<file path="src/rtl/tmr_pkg.sv">
package tmr_pkg;

    localparam int DATA_W = 32;
    localparam int ADDR_W = 9;

    // Per-channel register offsets inside the channel window
    localparam logic [5:0] OFF_RST  = 6'h00;
    localparam logic [5:0] OFF_EN   = 6'h04;
    localparam logic [5:0] OFF_DIS  = 6'h08;
    localparam logic [5:0] OFF_MODE = 6'h0C;
    localparam logic [5:0] OFF_STAT = 6'h10;
    localparam logic [5:0] OFF_CNT  = 6'h14;
    localparam logic [5:0] OFF_TERM = 6'h18;
    localparam logic [5:0] OFF_IE   = 6'h1C;
    localparam logic [5:0] OFF_ACK  = 6'h20;

    localparam logic [ADDR_W-1:0] ADDR_CLKREQ = 9'h100;

    localparam logic [3:0] ST_IDLE   = 4'd1;
    localparam logic [3:0] ST_ACTIVE = 4'd2;

    localparam int ACK_BIT = 7;

    typedef struct packed {
        logic do_rst;
        logic do_en;
        logic do_dis;
        logic wr_mode;
        logic wr_term;
        logic wr_ie;
        logic wr_ack;
    } ch_cmd_t;

endpackage

</file>
<file path="src/rtl/tmr_decode.sv">
module tmr_decode
    import tmr_pkg::*;
#(
    parameter int NUM_CH = 4
) (
    input  logic                    bus_wr,
    input  logic [ADDR_W-1:0]       bus_addr,
    output ch_cmd_t [NUM_CH-1:0]    cmd,
    output logic                    clkreq_wr
);

    logic [5:0] off;
    assign off = bus_addr[5:0];

    for (genvar i = 0; i < NUM_CH; i++) begin : g_ch
        logic sel;
        assign sel = bus_wr && !bus_addr[8] && (bus_addr[7:6] == 2'(i));
        assign cmd[i].do_rst  = sel && (off == OFF_RST);
        assign cmd[i].do_en   = sel && (off == OFF_EN);
        assign cmd[i].do_dis  = sel && (off == OFF_DIS);
        assign cmd[i].wr_mode = sel && (off == OFF_MODE);
        assign cmd[i].wr_term = sel && (off == OFF_TERM);
        assign cmd[i].wr_ie   = sel && (off == OFF_IE);
        assign cmd[i].wr_ack  = sel && (off == OFF_ACK);
    end

    assign clkreq_wr = bus_wr && (bus_addr == ADDR_CLKREQ);

endmodule

</file>
<file path="src/rtl/tmr_channel.sv">
module tmr_channel
    import tmr_pkg::*;
#(
    parameter int CNT_W = 32
) (
    input  logic              clk,
    input  logic              rst_n,
    input  logic              tick,
    input  ch_cmd_t           cmd,
    input  logic [DATA_W-1:0] wdata,
    output logic [7:0]        status,
    output logic [CNT_W-1:0]  count,
    output logic [CNT_W-1:0]  term,
    output logic              irq
);

    typedef struct packed {
        logic [CNT_W-1:0] cnt;
        logic [CNT_W-1:0] term;
        logic             en;
        logic             oneshot;
        logic             ie;
        logic             pend;
    } ch_reg_t;

    localparam ch_reg_t RST_VAL = '{cnt: '0, term: '1, en: 1'b0,
                                    oneshot: 1'b0, ie: 1'b0, pend: 1'b0};

    ch_reg_t st_d, st_q;
    logic    hit;

    always_comb begin
        st_d = st_q;
        hit  = st_q.en && tick && (st_q.cnt == st_q.term);

        if (hit) begin
            st_d.pend = 1'b1;
            if (st_q.oneshot) st_d.en  = 1'b0;
            else              st_d.cnt = '0;
        end else if (st_q.en && tick) begin
            st_d.cnt = st_q.cnt + 1'b1;
        end

        if (cmd.wr_mode) st_d.oneshot = wdata[0];
        if (cmd.wr_term) st_d.term    = wdata[CNT_W-1:0];
        if (cmd.wr_ie)   st_d.ie      = wdata[0];

        // a terminal event in the same cycle wins over the acknowledge
        if (cmd.wr_ack && wdata[ACK_BIT] && !hit) st_d.pend = 1'b0;

        if (cmd.do_dis) st_d.en = 1'b0;
        if (cmd.do_en)  st_d.en = 1'b1;

        if (cmd.do_rst) begin
            st_d.cnt  = '0;
            st_d.pend = 1'b0;
            st_d.en   = 1'b0;
        end
    end

    always_ff @(posedge clk or negedge rst_n) begin
        if (!rst_n) st_q <= RST_VAL;
        else        st_q <= st_d;
    end

    assign status = {st_q.pend, st_q.ie, st_q.oneshot, st_q.en,
                     st_q.en ? ST_ACTIVE : ST_IDLE};
    assign count  = st_q.cnt;
    assign term   = st_q.term;
    assign irq    = st_q.pend && st_q.ie;

endmodule

</file>
<file path="src/rtl/tmr_rdmux.sv">
module tmr_rdmux
    import tmr_pkg::*;
#(
    parameter int NUM_CH = 4,
    parameter int CNT_W  = 32
) (
    input  logic [ADDR_W-1:0]             addr,
    input  logic [NUM_CH-1:0][7:0]        status,
    input  logic [NUM_CH-1:0][CNT_W-1:0]  count,
    input  logic [NUM_CH-1:0][CNT_W-1:0]  term,
    input  logic                          clkreq,
    output logic [DATA_W-1:0]             rdata
);

    always_comb begin
        rdata = '0;
        if (addr == ADDR_CLKREQ) begin
            rdata[0] = clkreq;
        end else if (!addr[8]) begin
            for (int i = 0; i < NUM_CH; i++) begin
                if (addr[7:6] == 2'(i)) begin
                    case (addr[5:0])
                        OFF_STAT: rdata[7:0]       = status[i];
                        OFF_CNT:  rdata[CNT_W-1:0] = count[i];
                        OFF_TERM: rdata[CNT_W-1:0] = term[i];
                        default:  rdata            = '0;
                    endcase
                end
            end
        end
    end

endmodule

</file>
<file path="src/rtl/cmd_timer_bank.sv">
module cmd_timer_bank
    import tmr_pkg::*;
#(
    parameter int NUM_CH = 4,
    parameter int CNT_W  = 32
) (
    input  logic              clk,
    input  logic              rst_n,
    input  logic [NUM_CH-1:0] tick_en,
    input  logic              bus_wr,
    input  logic [8:0]        bus_addr,
    input  logic [31:0]       bus_wdata,
    output logic [31:0]       bus_rdata,
    output logic [NUM_CH-1:0] irq,
    output logic              clk_req
);

    ch_cmd_t [NUM_CH-1:0]           cmd;
    logic                           clkreq_wr;
    logic [NUM_CH-1:0][7:0]         ch_status;
    logic [NUM_CH-1:0][CNT_W-1:0]   ch_count;
    logic [NUM_CH-1:0][CNT_W-1:0]   ch_term;
    logic                           req_d, req_q;

    tmr_decode #(.NUM_CH(NUM_CH)) u_decode (
        .bus_wr    (bus_wr),
        .bus_addr  (bus_addr),
        .cmd       (cmd),
        .clkreq_wr (clkreq_wr)
    );

    for (genvar i = 0; i < NUM_CH; i++) begin : g_ch
        tmr_channel #(.CNT_W(CNT_W)) u_ch (
            .clk    (clk),
            .rst_n  (rst_n),
            .tick   (tick_en[i]),
            .cmd    (cmd[i]),
            .wdata  (bus_wdata),
            .status (ch_status[i]),
            .count  (ch_count[i]),
            .term   (ch_term[i]),
            .irq    (irq[i])
        );
    end

    always_comb begin
        req_d = req_q;
        if (clkreq_wr) req_d = bus_wdata[0];
    end

    always_ff @(posedge clk or negedge rst_n) begin
        if (!rst_n) req_q <= 1'b0;
        else        req_q <= req_d;
    end

    assign clk_req = req_q;

    tmr_rdmux #(.NUM_CH(NUM_CH), .CNT_W(CNT_W)) u_rdmux (
        .addr   (bus_addr),
        .status (ch_status),
        .count  (ch_count),
        .term   (ch_term),
        .clkreq (req_q),
        .rdata  (bus_rdata)
    );

endmodule

</file>
<file path="config.mk">
export PLATFORM = sky130hd
export DESIGN_NAME = cmd_timer_bank
export DESIGN_NICKNAME = d
export VERILOG_FILES = /design/src/rtl/tmr_pkg.sv /design/src/rtl/tmr_decode.sv /design/src/rtl/tmr_channel.sv /design/src/rtl/tmr_rdmux.sv /design/src/rtl/cmd_timer_bank.sv
export SDC_FILE = /design/constraint.sdc
export NUM_CORES = 1
export LEC_CHECK = 0
export BUFFER_PORTS_ARGS = -buffer_cell sky130_fd_sc_hd__buf_2
export CORE_MARGIN = 4
export CORE_UTILIZATION = 40
export CTS_CLUSTER_DIAMETER = 30
export DETAILED_ROUTE_END_ITERATION = 10
export PLACE_DENSITY = 0.62
export RECOVER_POWER = 50
export SYNTH_ARGS = -nofsm -noshare
export SYNTH_HDL_FRONTEND = slang
export SYNTH_SLANG_ARGS = --single-unit
</file>
<file path="constraint.sdc">
create_clock -name clk -period 2.75 [get_ports clk]
set_input_delay 0.1375 -clock clk [delete_from_list [all_inputs] [get_ports clk]]
set_output_delay 0.1375 -clock clk [all_outputs]
set_load 0.1 [all_outputs]
</file>
-- Yosys cells after proc, flatten, opt, wreduce, memory -nomap -nowiden
Cells that the tools add are included.
W data, S select, Z words.
- equal/unequal tests: 20
- add/sub/neg operators: 4
- reduce and logical (&&, ||, !) cells: 85
- muxes and demuxes: 69
- operators with widths (kind ; count):
    $mux W32 ; 23
    $pmux W24 S3 ; 3
    $add A32 B1 Y32 const B ; 4
    $eq A32 B32 Y1 ; 4
    $pmux W8 S3 ; 4
    $logic_and A1 B1 Y1 ; 54
    $pmux W24 S2 ; 1
    $mux W1 ; 33
    $reduce_bool A4 Y1 ; 8
    $mux W31 ; 1
    $eq A6 B5 Y1 const B ; 4
    $reduce_bool A3 Y1 ; 8
    $reduce_and A2 Y1 ; 8
    $eq A6 B4 Y1 const B ; 2
    $ne A3 B3 Y1 const B ; 4
    $eq A9 B9 Y1 const B ; 1
    $mux W2 ; 4
    $eq A6 B3 Y1 const B ; 1
    $eq A6 B6 Y1 const B ; 1
    $logic_not A6 Y1 ; 1
    $logic_not A1 Y1 ; 5
    $eq A2 B2 Y1 const B ; 2
    $eq A2 B1 Y1 const B ; 1
    $logic_not A2 Y1 ; 1
- register bits: 273
- output and inout port bits: 37

-- Longest topological paths before layout
Gate-level depths: netlist of the first run.
- depth in word-level cells: 13
- mapped depth: 11

-- Cells and area by module
From an unflattened synthesis of the first run, not the netlist that was laid out.
- cell total of the unflattened synthesis: 1769
- area, all modules: 17546.8 um^2
- by module, submodules not included (module ; instances ; area each (um^2) ; cells an instance ; seq. area each (um^2)):
    tmr_channel ; 4 ; 3667.3 ; 337 ; 1741.7
    tmr_rdmux ; 1 ; 2481.1 ; 370 ; 0.0
    tmr_decode ; 1 ; 356.6 ; 49 ; 0.0
    cmd_timer_bank ; 1 ; 40.0 ; 2 ; 25.0

-- Least setup slack after synthesis of the first run
Ideal clock, no wire load.
- path kind: input -> output
- start: input bus_addr[1]
- end: output bus_rdata[4]
- arrival: 4.329 ns
- path slack: -1.716 ns
- cell stages on the path: 7
- path buffers: 3
- data required time: 2.612 ns
- path through: nor3_1 > and3_1 > buf_2 > clkbuf_1 > buf_1 > a221oi_1 > nor4_1
- word-level cells in the longest chain between the ends: 10
- ends and longest elaborated chain (what ; line ; RTL):
    from (decl) ; cmd_timer_bank.sv:11 ; input logic [8:0] bus_addr,
    $eq A6 B5 Y1 ; tmr_rdmux.sv:22 ; case (addr[5:0])
    $pmux W8 S3 ; tmr_rdmux.sv:22 ;
    $mux W32 ; tmr_rdmux.sv:21 ; if (addr[7:6] == 2'(i)) begin
    $mux W32 ; tmr_rdmux.sv:19 ; end else if (!addr[8]) begin
    $mux W32 ; tmr_rdmux.sv:17 ; if (addr == ADDR_CLKREQ) begin
    $mux W32 (3 in a row) ; tmr_rdmux.sv:21 ;
    $mux W32 ; tmr_rdmux.sv:19 ;
    $mux W31 (*) ; tmr_rdmux.sv:17 ;
    to (decl) ; cmd_timer_bank.sv:13 ; output logic [31:0] bus_rdata,
Mark *: on every way between the ends. The rest lies on a longest branch, timed or not. The select of a mux whose other input is x is not followed.

-- Final worst setup path of the first run
- start: input bus_addr[1]
- end: output bus_rdata[2]
The elaborated chain is that of the path after synthesis.

==> metrics.csv, run 1 <==
stage;metric;value;unit
status;status;complete, but fails checks;
status;violations;max-capacitance violations, max-slew violations;
global_routing;grt_pass1_vias;15709;
timing;worst_slack;0.0459;ns
timing;rsz0062_at_grt;no;
timing;clock.fmax;370;MHz
layout;fill_cells;3590;
layout;finalNonFillerCells;2613;
synth;synth_seq_cells;273;
clock_network;clk_pin_slew;0.04;ns
die;core_area;41000;um2
power_and_ir_drop;power-per-cell-area;636;nW/um2
synth;synthTopCellsByArea;dfrtp_1 (22%), dfstp_2 (20%), mux2_2 (9.1%), xor2_1 (7.8%), nor2_1 (3.6%);
layout;multi_input_area;9150;um2
timing;hold_viol;0;
die;io_pins;85;
worst_setup_path;cp_cell_sequence;clkbuf_1 > nor3_2 > nand2_1 > nor3b_4 > buf_4 > buf_4 > a22oi_1 > o21ai_0 > a21oi_1 > nor2_2 > buf_12;
placement;portBuffers;84;
clock_network;clk_latency;0.58;ns
die;die_h;212;um
worst_setup_path;cp_common_cell;buf_4;
synth;synthMuxAreaShare;0.124;
die;start_util;0.407;
timing;finalSetupViolCount;0;
route;ant_nets;0;
synth;avgSynthCellArea;9.56;um2
synth;synthArstFlopShare;1.00;
synth;syn_area;16700;um2
synth;synth-simple-area-share;0.179;
layout;final_cell_mix;buf_4 (183), xor2_1 (148), dfrtp_1 (145), nor2_1 (134), mux2_2 (134);
synth;yosysSeqAreaShare;0.419;
placement;dp_hpwl;48.9;mm
die;dieArea;45000;um2
clock_network;htreeDepth;3;
clock_network;cts_made_buffers;76;
worst_setup_path;worstPathArrival;2.57;ns
synth;synth_top_area_frac;0.218;
synth;synth_compound_area_frac;0.151;
layout;area_growth;33.3;%
placement;place_inst;2440;
global_routing;gr-total-overflow;0;
power_and_ir_drop;vdd_drop_max;0.397;mV
layout;drive_above_1_share;0.349;
synth;yosysTopAreaCell;dfrtp_1;
timing;worst_pin_slew;2.00;ns
global_routing;grtUsageTotal;0.289;
synth;synth_top_family_by_area;simple AND/OR/NAND/NOR gates;
timing;maxSlewViolCount;67;
timing;clock_skew;0.0167;ns
route;routed_via_density;6.09;
synth;yosysWarnings;0;
global_routing;grt_max_degree;70;
route;drt_iter0_drc;1851;
layout;layout_commonest_cell;buf_4;
worst_setup_path;startpoint_type;input pin;
layout;final_nets;2070;
timing;finalSetupTns;0;ns
worst_setup_path;worstSetupPathType;in2out;
route;via_count;15915;
die;rows;74;
worst_setup_path;cp-end-kind;output pin;
timing;layout_min_cycle_time;2.70;ns
route;wl;65.8;mm
timing;fin_crit_sh;0.983;
power_and_ir_drop;power.leakage;0.00993;uW
synth;yosys_most_used_dff;dfrtp_1;
route;drtPass1Iterations;8;
clock_network;clk_path_buf_depth;3;
synth;synth_edf_count;0;
clock_network;root_buffer;clkbuf_16;
route;drc;0;
clock_network;cts_tree;done;
synth;synth_cells;1745;
die;die_x;212;um
worst_setup_path;critical-path-slowest-cell;o21ai_0;
power_and_ir_drop;power;14100;uW
clock_network;cts_sinks;273;
synth;syn-num-nets;1797;
synth;yosysUniqueCellTypes;69;
worst_hold_path;min_path_type;in2reg;
route;drt-wirelength-per-cell;25.2;um
run;maxCapViolCount;1;
worst_setup_path;path_max_fanout;5;
global_routing;grt_pass1_wl;97.9;mm
global_routing;antenna_found_initial;3;
layout;regArea;6990;um2
placement;pre_cts_slack;0.0510;ns
placement;routabilityCongestion;0.992;
synth;synthXorXnorAreaFrac;0.0814;
timing;maxSlewHeadroom;-0.331;
synth;synthAdderAreaFrac;0.00300;
worst_setup_path;crit_required;2.61;ns
worst_setup_path;max_stage_delay;0.43;ns
==> repair_timing <==
| item | 4_1_cts | 5_1_grt |
|---|---|---|
| hold buffers | 31 | 0 |
| endpoints found under the setup margin | 0 | 50 |
| setup buffers | 0 | 1 |
| hold endpoints to repair | 165 | 0 |
| gates resized for setup | 0 | 7 |
==> flip-flops by register name (all words and copies together) (netlist names) <==
register and flops:
g_ch.u_ch.count 128, g_ch.u_ch.term 128, clk_req 1, g_ch.u_ch.status 16
==> worst paths after layout <==
check | from | to | slack [ns] | cells after the start
max | bus_addr[1] | bus_rdata[2] | 0.05 | 11
min | bus_wdata[5] | g_ch[1].u_ch.term[5] | 0.03 | 2
max reg2reg | g_ch[1].u_ch.term[22] | g_ch[1].u_ch.count[22] | 0.13 | 8
min reg2reg | g_ch[2].u_ch.status[6] | g_ch[2].u_ch.status[6] | 0.53 | 1
max in group asynchronous | rst_n | g_ch[0].u_ch.count[25] | 0.55 | 3
min in group asynchronous | rst_n | g_ch[1].u_ch.count[25] | 0.65 | 2
==> worst max-delay path, delay by kind of cell <==
family	cells	cell delay (ns)
AO/OA/AOI/OAI	3	0.73
buffers and inverters	4	0.70
AND/OR/NAND/NOR	4	0.98
==> cell usage after synthesis, drive strengths merged (8+ instances only) <==
cell type  number
nor2          165
xor2          149
dfrtp         145
mux2          135
dfstp         128
nand2         116
a21oi          91
o21ai          73
a22oi          63
buf            59
clkbuf         55
mux2i          55
nor3           54
nand3          48
nor4           43
o22ai          41
inv            40
nand4          34
nand2b         30
o31ai          25
and3           24
or3            22
o211ai         18
or4            18
and2           14
o2111ai        12
a21o            8
a221oi          8
==> kinds of logic (layout without fill, tap and decap cells) <==
group           after synthesis  count (layout)
buf+inv                     154             489
flops                       273             273
compound gates              378             378
fa+ha+maj                     4               4
simple gates                591             591
other cells                   0               1
mux                         190             190
xor+xnor                    155             155
==> report_power, final <==
group | switching, uW | leakage, uW | internal (uW) | total (uW)
logic | 735 | 0.00551 | 460 | 1190
clock network | 2650 | 0.00123 | 5870 | 8520
registers | 204 | 0.00319 | 4220 | 4420
total | 3590 | 0.00993 | 10600 | 14100
==> layer usage <==
metal | up-vias | track usage | part of all wire
met1 | 7830 | 0.388 | 0.40
met4 | 2 | 0.107 | 0.041
met5 | - | 0 | 0.00017
li1 | 6959 | - | -
met2 | 945 | 0.450 | 0.45
met3 | 179 | 0.0753 | 0.10
==> cell type report <==
cell class | instances | share of cell area
Tap cell | 532 | 0.0299
Sequential cell | 273 | 0.315
Clock buffer | 110 | 0.0990
Multi-Input combinational cell | 1318 | 0.412
Antenna cell | 1 | 0.000113
Inverter | 40 | 0.00675
Clock inverter | 30 | 0.0133
Timing Repair Buffer | 309 | 0.125
==> stage by stage <==
stage | area, um2 | hold slack [ns] | util
global route | 22200 | 0.00595 | 0.542
detailed placement | 19400 | 0.161 | 0.473
global placement | 19400 | 0.153 | 0.473
finish | 22200 | 0.0285 | 0.542
CTS | 22200 | 0.00211 | 0.541
floorplan | 16800 | -0.158 | -
No activity file was read; power rests on OpenSTA's default activity.
==> inputs of run 2 (changes only) <==
Settings changed: CORE_MARGIN 4 to 1, SKIP_CTS_REPAIR_TIMING set to 1, SYNTH_HIERARCHICAL set to 1.
==> run 2 against run 1 <==
Synthesized area up 5.2%. The run still ends with max-capacitance violations, max-slew violations left. First-iteration DRC count up 3.9%. Final cell count up 2.0%. Global-route usage up 2.8 points. Synthesized cell count up 1.4%.
==> metrics.csv, run 2 <==
stage;metric;value;unit;change
die;dieArea;44700;um2;was 45,000 um2
power_and_ir_drop;p_sw_frac;0.266;;was 0.254
clock_network;clk_path_buf_depth;3;;unchanged
layout;drive_above_1_share;0.371;;was 0.349
timing;layout_min_cycle_time;2.68;ns;was 2.70 ns
synth;synthTopCellsByCount;nand2_1 (156), dfrtp_1 (145), mux2_2 (143);;was nor2_1 (160), xor2_1 (149), dfrtp_1 (145)
route;via_count;16581;;was 15,915
synth;yosysMostFrequentCell;nand2_1;;was nor2_1
power_and_ir_drop;power-per-cell-area;713;nW/um2;was 636 nW/um2
placement;dpl-instance-area;19900;um2;was 19,400 um2
worst_setup_path;worstSetupPathType;reg2out;;was in2out
timing;fin_crit_sh;0.976;;was 0.983
clock_network;cts_sinks;273;;unchanged
worst_setup_path;r2r_end;g_ch[3].u_ch/count[17];;was g_ch[1].u_ch.count[22]
timing;clock.fmax;373;MHz;was 370 MHz
timing;finalSetupTns;0;ns;unchanged
global_routing;grt_max_degree;97;;was 70
clock_network;cts_tree;done;;unchanged
die;start_util;0.406;;was 0.407
power_and_ir_drop;p_sw;4340;uW;was 3590 uW
synth;synthArstFlopShare;1.00;;unchanged
power_and_ir_drop;clkPwrFrac;0.597;;was 0.603
layout;area_growth;30.4;%;was 33.3%
power_and_ir_drop;vdd_drop_max;0.493;mV;was 0.397 mV
synth;synth_edf_count;0;;unchanged
global_routing;antenna_found_initial;5;;was 3
layout;final_cell_mix;buf_4 (167), nand2_1 (156), dfrtp_1 (145), mux2_2 (143), nand3_1 (136);;was buf_4 (183), xor2_1 (148), dfrtp_1 (145), nor2_1 (134), mux2_2 (134)
timing;hold_ws;0.0209;ns;was 0.0285 ns
worst_setup_path;worstPathArrival;2.55;ns;was 2.57 ns
synth;yosys_most_used_dff;dfrtp_1;;unchanged
die;die_h;211;um;was 212 um
timing;worst_pin_slew;1.92;ns;was 2.00 ns
synth;yosysTopAreaCell;dfrtp_1;;unchanged
timing;clock_skew;0.0211;ns;was 0.0167 ns
worst_setup_path;r2r_cells;7;;was 8
worst_hold_path;whs_path_depth;2;;unchanged
worst_setup_path;crit_required;2.61;ns;about the same
synth;avgSynthCellArea;9.92;um2;was 9.56 um2
clock_network;htreeDepth;3;;unchanged
power_and_ir_drop;p_seq_frac;0.278;;was 0.313
die;die_x;211;um;was 212 um
route;drc;0;;unchanged
route;drtPass1Iterations;6;;was 8
worst_setup_path;cp_cell_sequence;mux2i_1 > o21ai_0 > a31oi_1 > a311oi_2 > buf_12;;was clkbuf_1 > nor3_2 > nand2_1 > nor3b_4 > buf_4 > buf_4 > a22oi_1 > o21ai_0 > a21oi_1 > nor2_2 > buf_12
synth;synth_cells;1769;;was 1,745
route;drt_iter0_drc;1923;;was 1,851
layout;layout_commonest_cell;buf_4;;unchanged
run;maxCapViolCount;1;;unchanged
power_and_ir_drop;p_int;12000;uW;was 10,600 uW
synth;yosysUniqueCellTypes;69;;unchanged
worst_setup_path;path_depth;5;;was 11
status;violations;max-capacitance violations, max-slew violations;;unchanged
worst_setup_path;path_max_fanout;3;;was 5
worst_setup_path;cp-startpoint;g_ch[3].u_ch/term[4];;was bus_addr[1]
worst_setup_path;critical-path-top-delay-family;compound AO/OA/AOI/OAI gates;;was simple AND/OR/NAND/NOR gates
route;drt-wirelength-per-cell;26.4;um;was 25.2 um
die;io_pins;85;;unchanged
clock_network;cts_made_buffers;80;;was 76
synth;syn_area;17500;um2;was 16,700 um2
global_routing;grt_pass1_vias;15777;;was 15,709
die;core_area;43200;um2;was 41,000 um2
worst_hold_path;min_path_type;in2reg;;unchanged
worst_setup_path;reg2reg_setup_slack;0.08;ns;was 0.13 ns
power_and_ir_drop;power.leakage;0.00999;uW;was 0.00993 uW
clock_network;root_buffer;clkbuf_16;;unchanged
worst_setup_path;critPathBufInv;1;;was 4
layout;final_nets;2061;;was 2,070
synth;synth_top_area_frac;0.207;;was 0.218
placement;portBuffers;84;;unchanged
worst_setup_path;critical-path-slowest-cell;dfstp_2;;was o21ai_0
synth;synth_seq_cells;273;;unchanged
timing;maxSlewHeadroom;-0.278;;was -0.331
timing;rsz0062_at_grt;no;;unchanged
route;wl;70.4;mm;was 65.8 mm
worst_setup_path;startpoint_type;flip-flop;;was input pin
layout;fin_area;22900;um2;was 22,200 um2
timing;hold_viol;0;;unchanged
worst_setup_path;crit_end;bus_rdata[4];;was bus_rdata[2]
die;rows;76;;was 74
status;status;complete, but fails checks;;unchanged
synth;yosysWarnings;6;;was 0
global_routing;grt_pass1_wl;104;mm;was 97.9 mm
worst_setup_path;cp-end-kind;output pin;;unchanged
worst_setup_path;max_stage_delay;0.55;ns;was 0.43 ns
route;ant_nets;0;;unchanged
synth;yosysSeqAreaShare;0.398;;was 0.419
worst_setup_path;r2r-start;g_ch[3].u_ch/term[30];;was g_ch[1].u_ch.term[22]
timing;maxSlewViolCount;31;;was 67
global_routing;grtUsageTotal;0.317;;was 0.289
clock_network;clk_latency;0.60;ns;was 0.58 ns
route;routed_via_density;6.22;;was 6.09
placement;dp_hpwl;51.0;mm;was 48.9 mm
power_and_ir_drop;combPwrFrac;0.125;;was 0.084
synth;synthTopCellsByArea;dfrtp_1 (21%), dfstp_2 (19%), mux2_2 (9.2%), xor2_1 (5.8%), nand3_1 (3.9%);;was dfrtp_1 (22%), dfstp_2 (20%), mux2_2 (9.1%), xor2_1 (7.8%), nor2_1 (3.6%)
timing;finalSetupViolCount;0;;unchanged
clock_network;clk_pin_slew;0.04;ns;about the same
global_routing;gr-total-overflow;0;;unchanged
placement;routabilityCongestion;1.00;;was 0.992
==> run 2: logic make-up (layout without fill, tap and decap cells) <==
family / count (synthesis) / in the layout / share of synthesized area
xor gates and xnor gates: 128 / 128 / 0.0639
muxes: 185 / 185 / 0.116
DFF: 273 / 273 / 0.398
buffers and inverters: 156 / 458 / 0.0478
and+or+nand+nor: 619 / 619 / 0.204
other: 4 / 11 / 0.000855
AOI/OAI and AO/OA: 400 / 401 / 0.167
adders and majority gates: 4 / 4 / 0.00285
==> run 2: worst min path at each step <==
stage	startpoint	to
after floorplan	rst_n	clk_req
after global placement	rst_n	g_ch[2].u_ch/count[26]
after detailed placement	rst_n	g_ch[2].u_ch/count[31]
after CTS	rst_n	g_ch[2].u_ch/count[5]
after global routing	bus_wdata[10]	g_ch[1].u_ch/term[10]
final	bus_wdata[4]	g_ch[2].u_ch/term[4]
==> run 2: per-stage QoR <==
stage,total power (uW),utilization,setup WS [ns],std cells
after floorplan,5600,-,-0.0872,1773
after global placement,6500,0.460,0.138,2491
after detailed placement,6530,0.460,0.0886,2491
after CTS,16300,0.526,0.0722,2640
after global routing,16800,0.530,0.00612,2661
final,16300,0.530,0.0666,2664
==> run 2: per-layer routing <==
layer | GRT usage | up-vias | part of all wire
li1 | - | 7202 | -
met1 | 0.436 | 8256 | 0.42
met2 | 0.452 | 926 | 0.42
met3 | 0.0754 | 193 | 0.097
met4 | 0.181 | 4 | 0.061
met5 | 0 | - | 0.00044
==> run 2: area by class of cell <==
type	count	area (um2)
diodes	3	7.51
clock buffers	107	2290
clock inverters	42	571
fillers	3863	20300
inverters	27	101
multi-input cells	1345	9830
flip-flops and latches	273	6990
well taps	585	732
repair buffers	282	2370
==> run 2: power by group through the flow <==
stage / combinational (uW) / clock, uW / sequential [uW]
finish: 2050 / 9740 / 4530
global route: 2140 / 10100 / 4550
CTS: 1980 / 9810 / 4520
detailed placement: 1960 / 0 / 4570
global placement: 1940 / 0 / 4560
floorplan: 998 / 0 / 4600
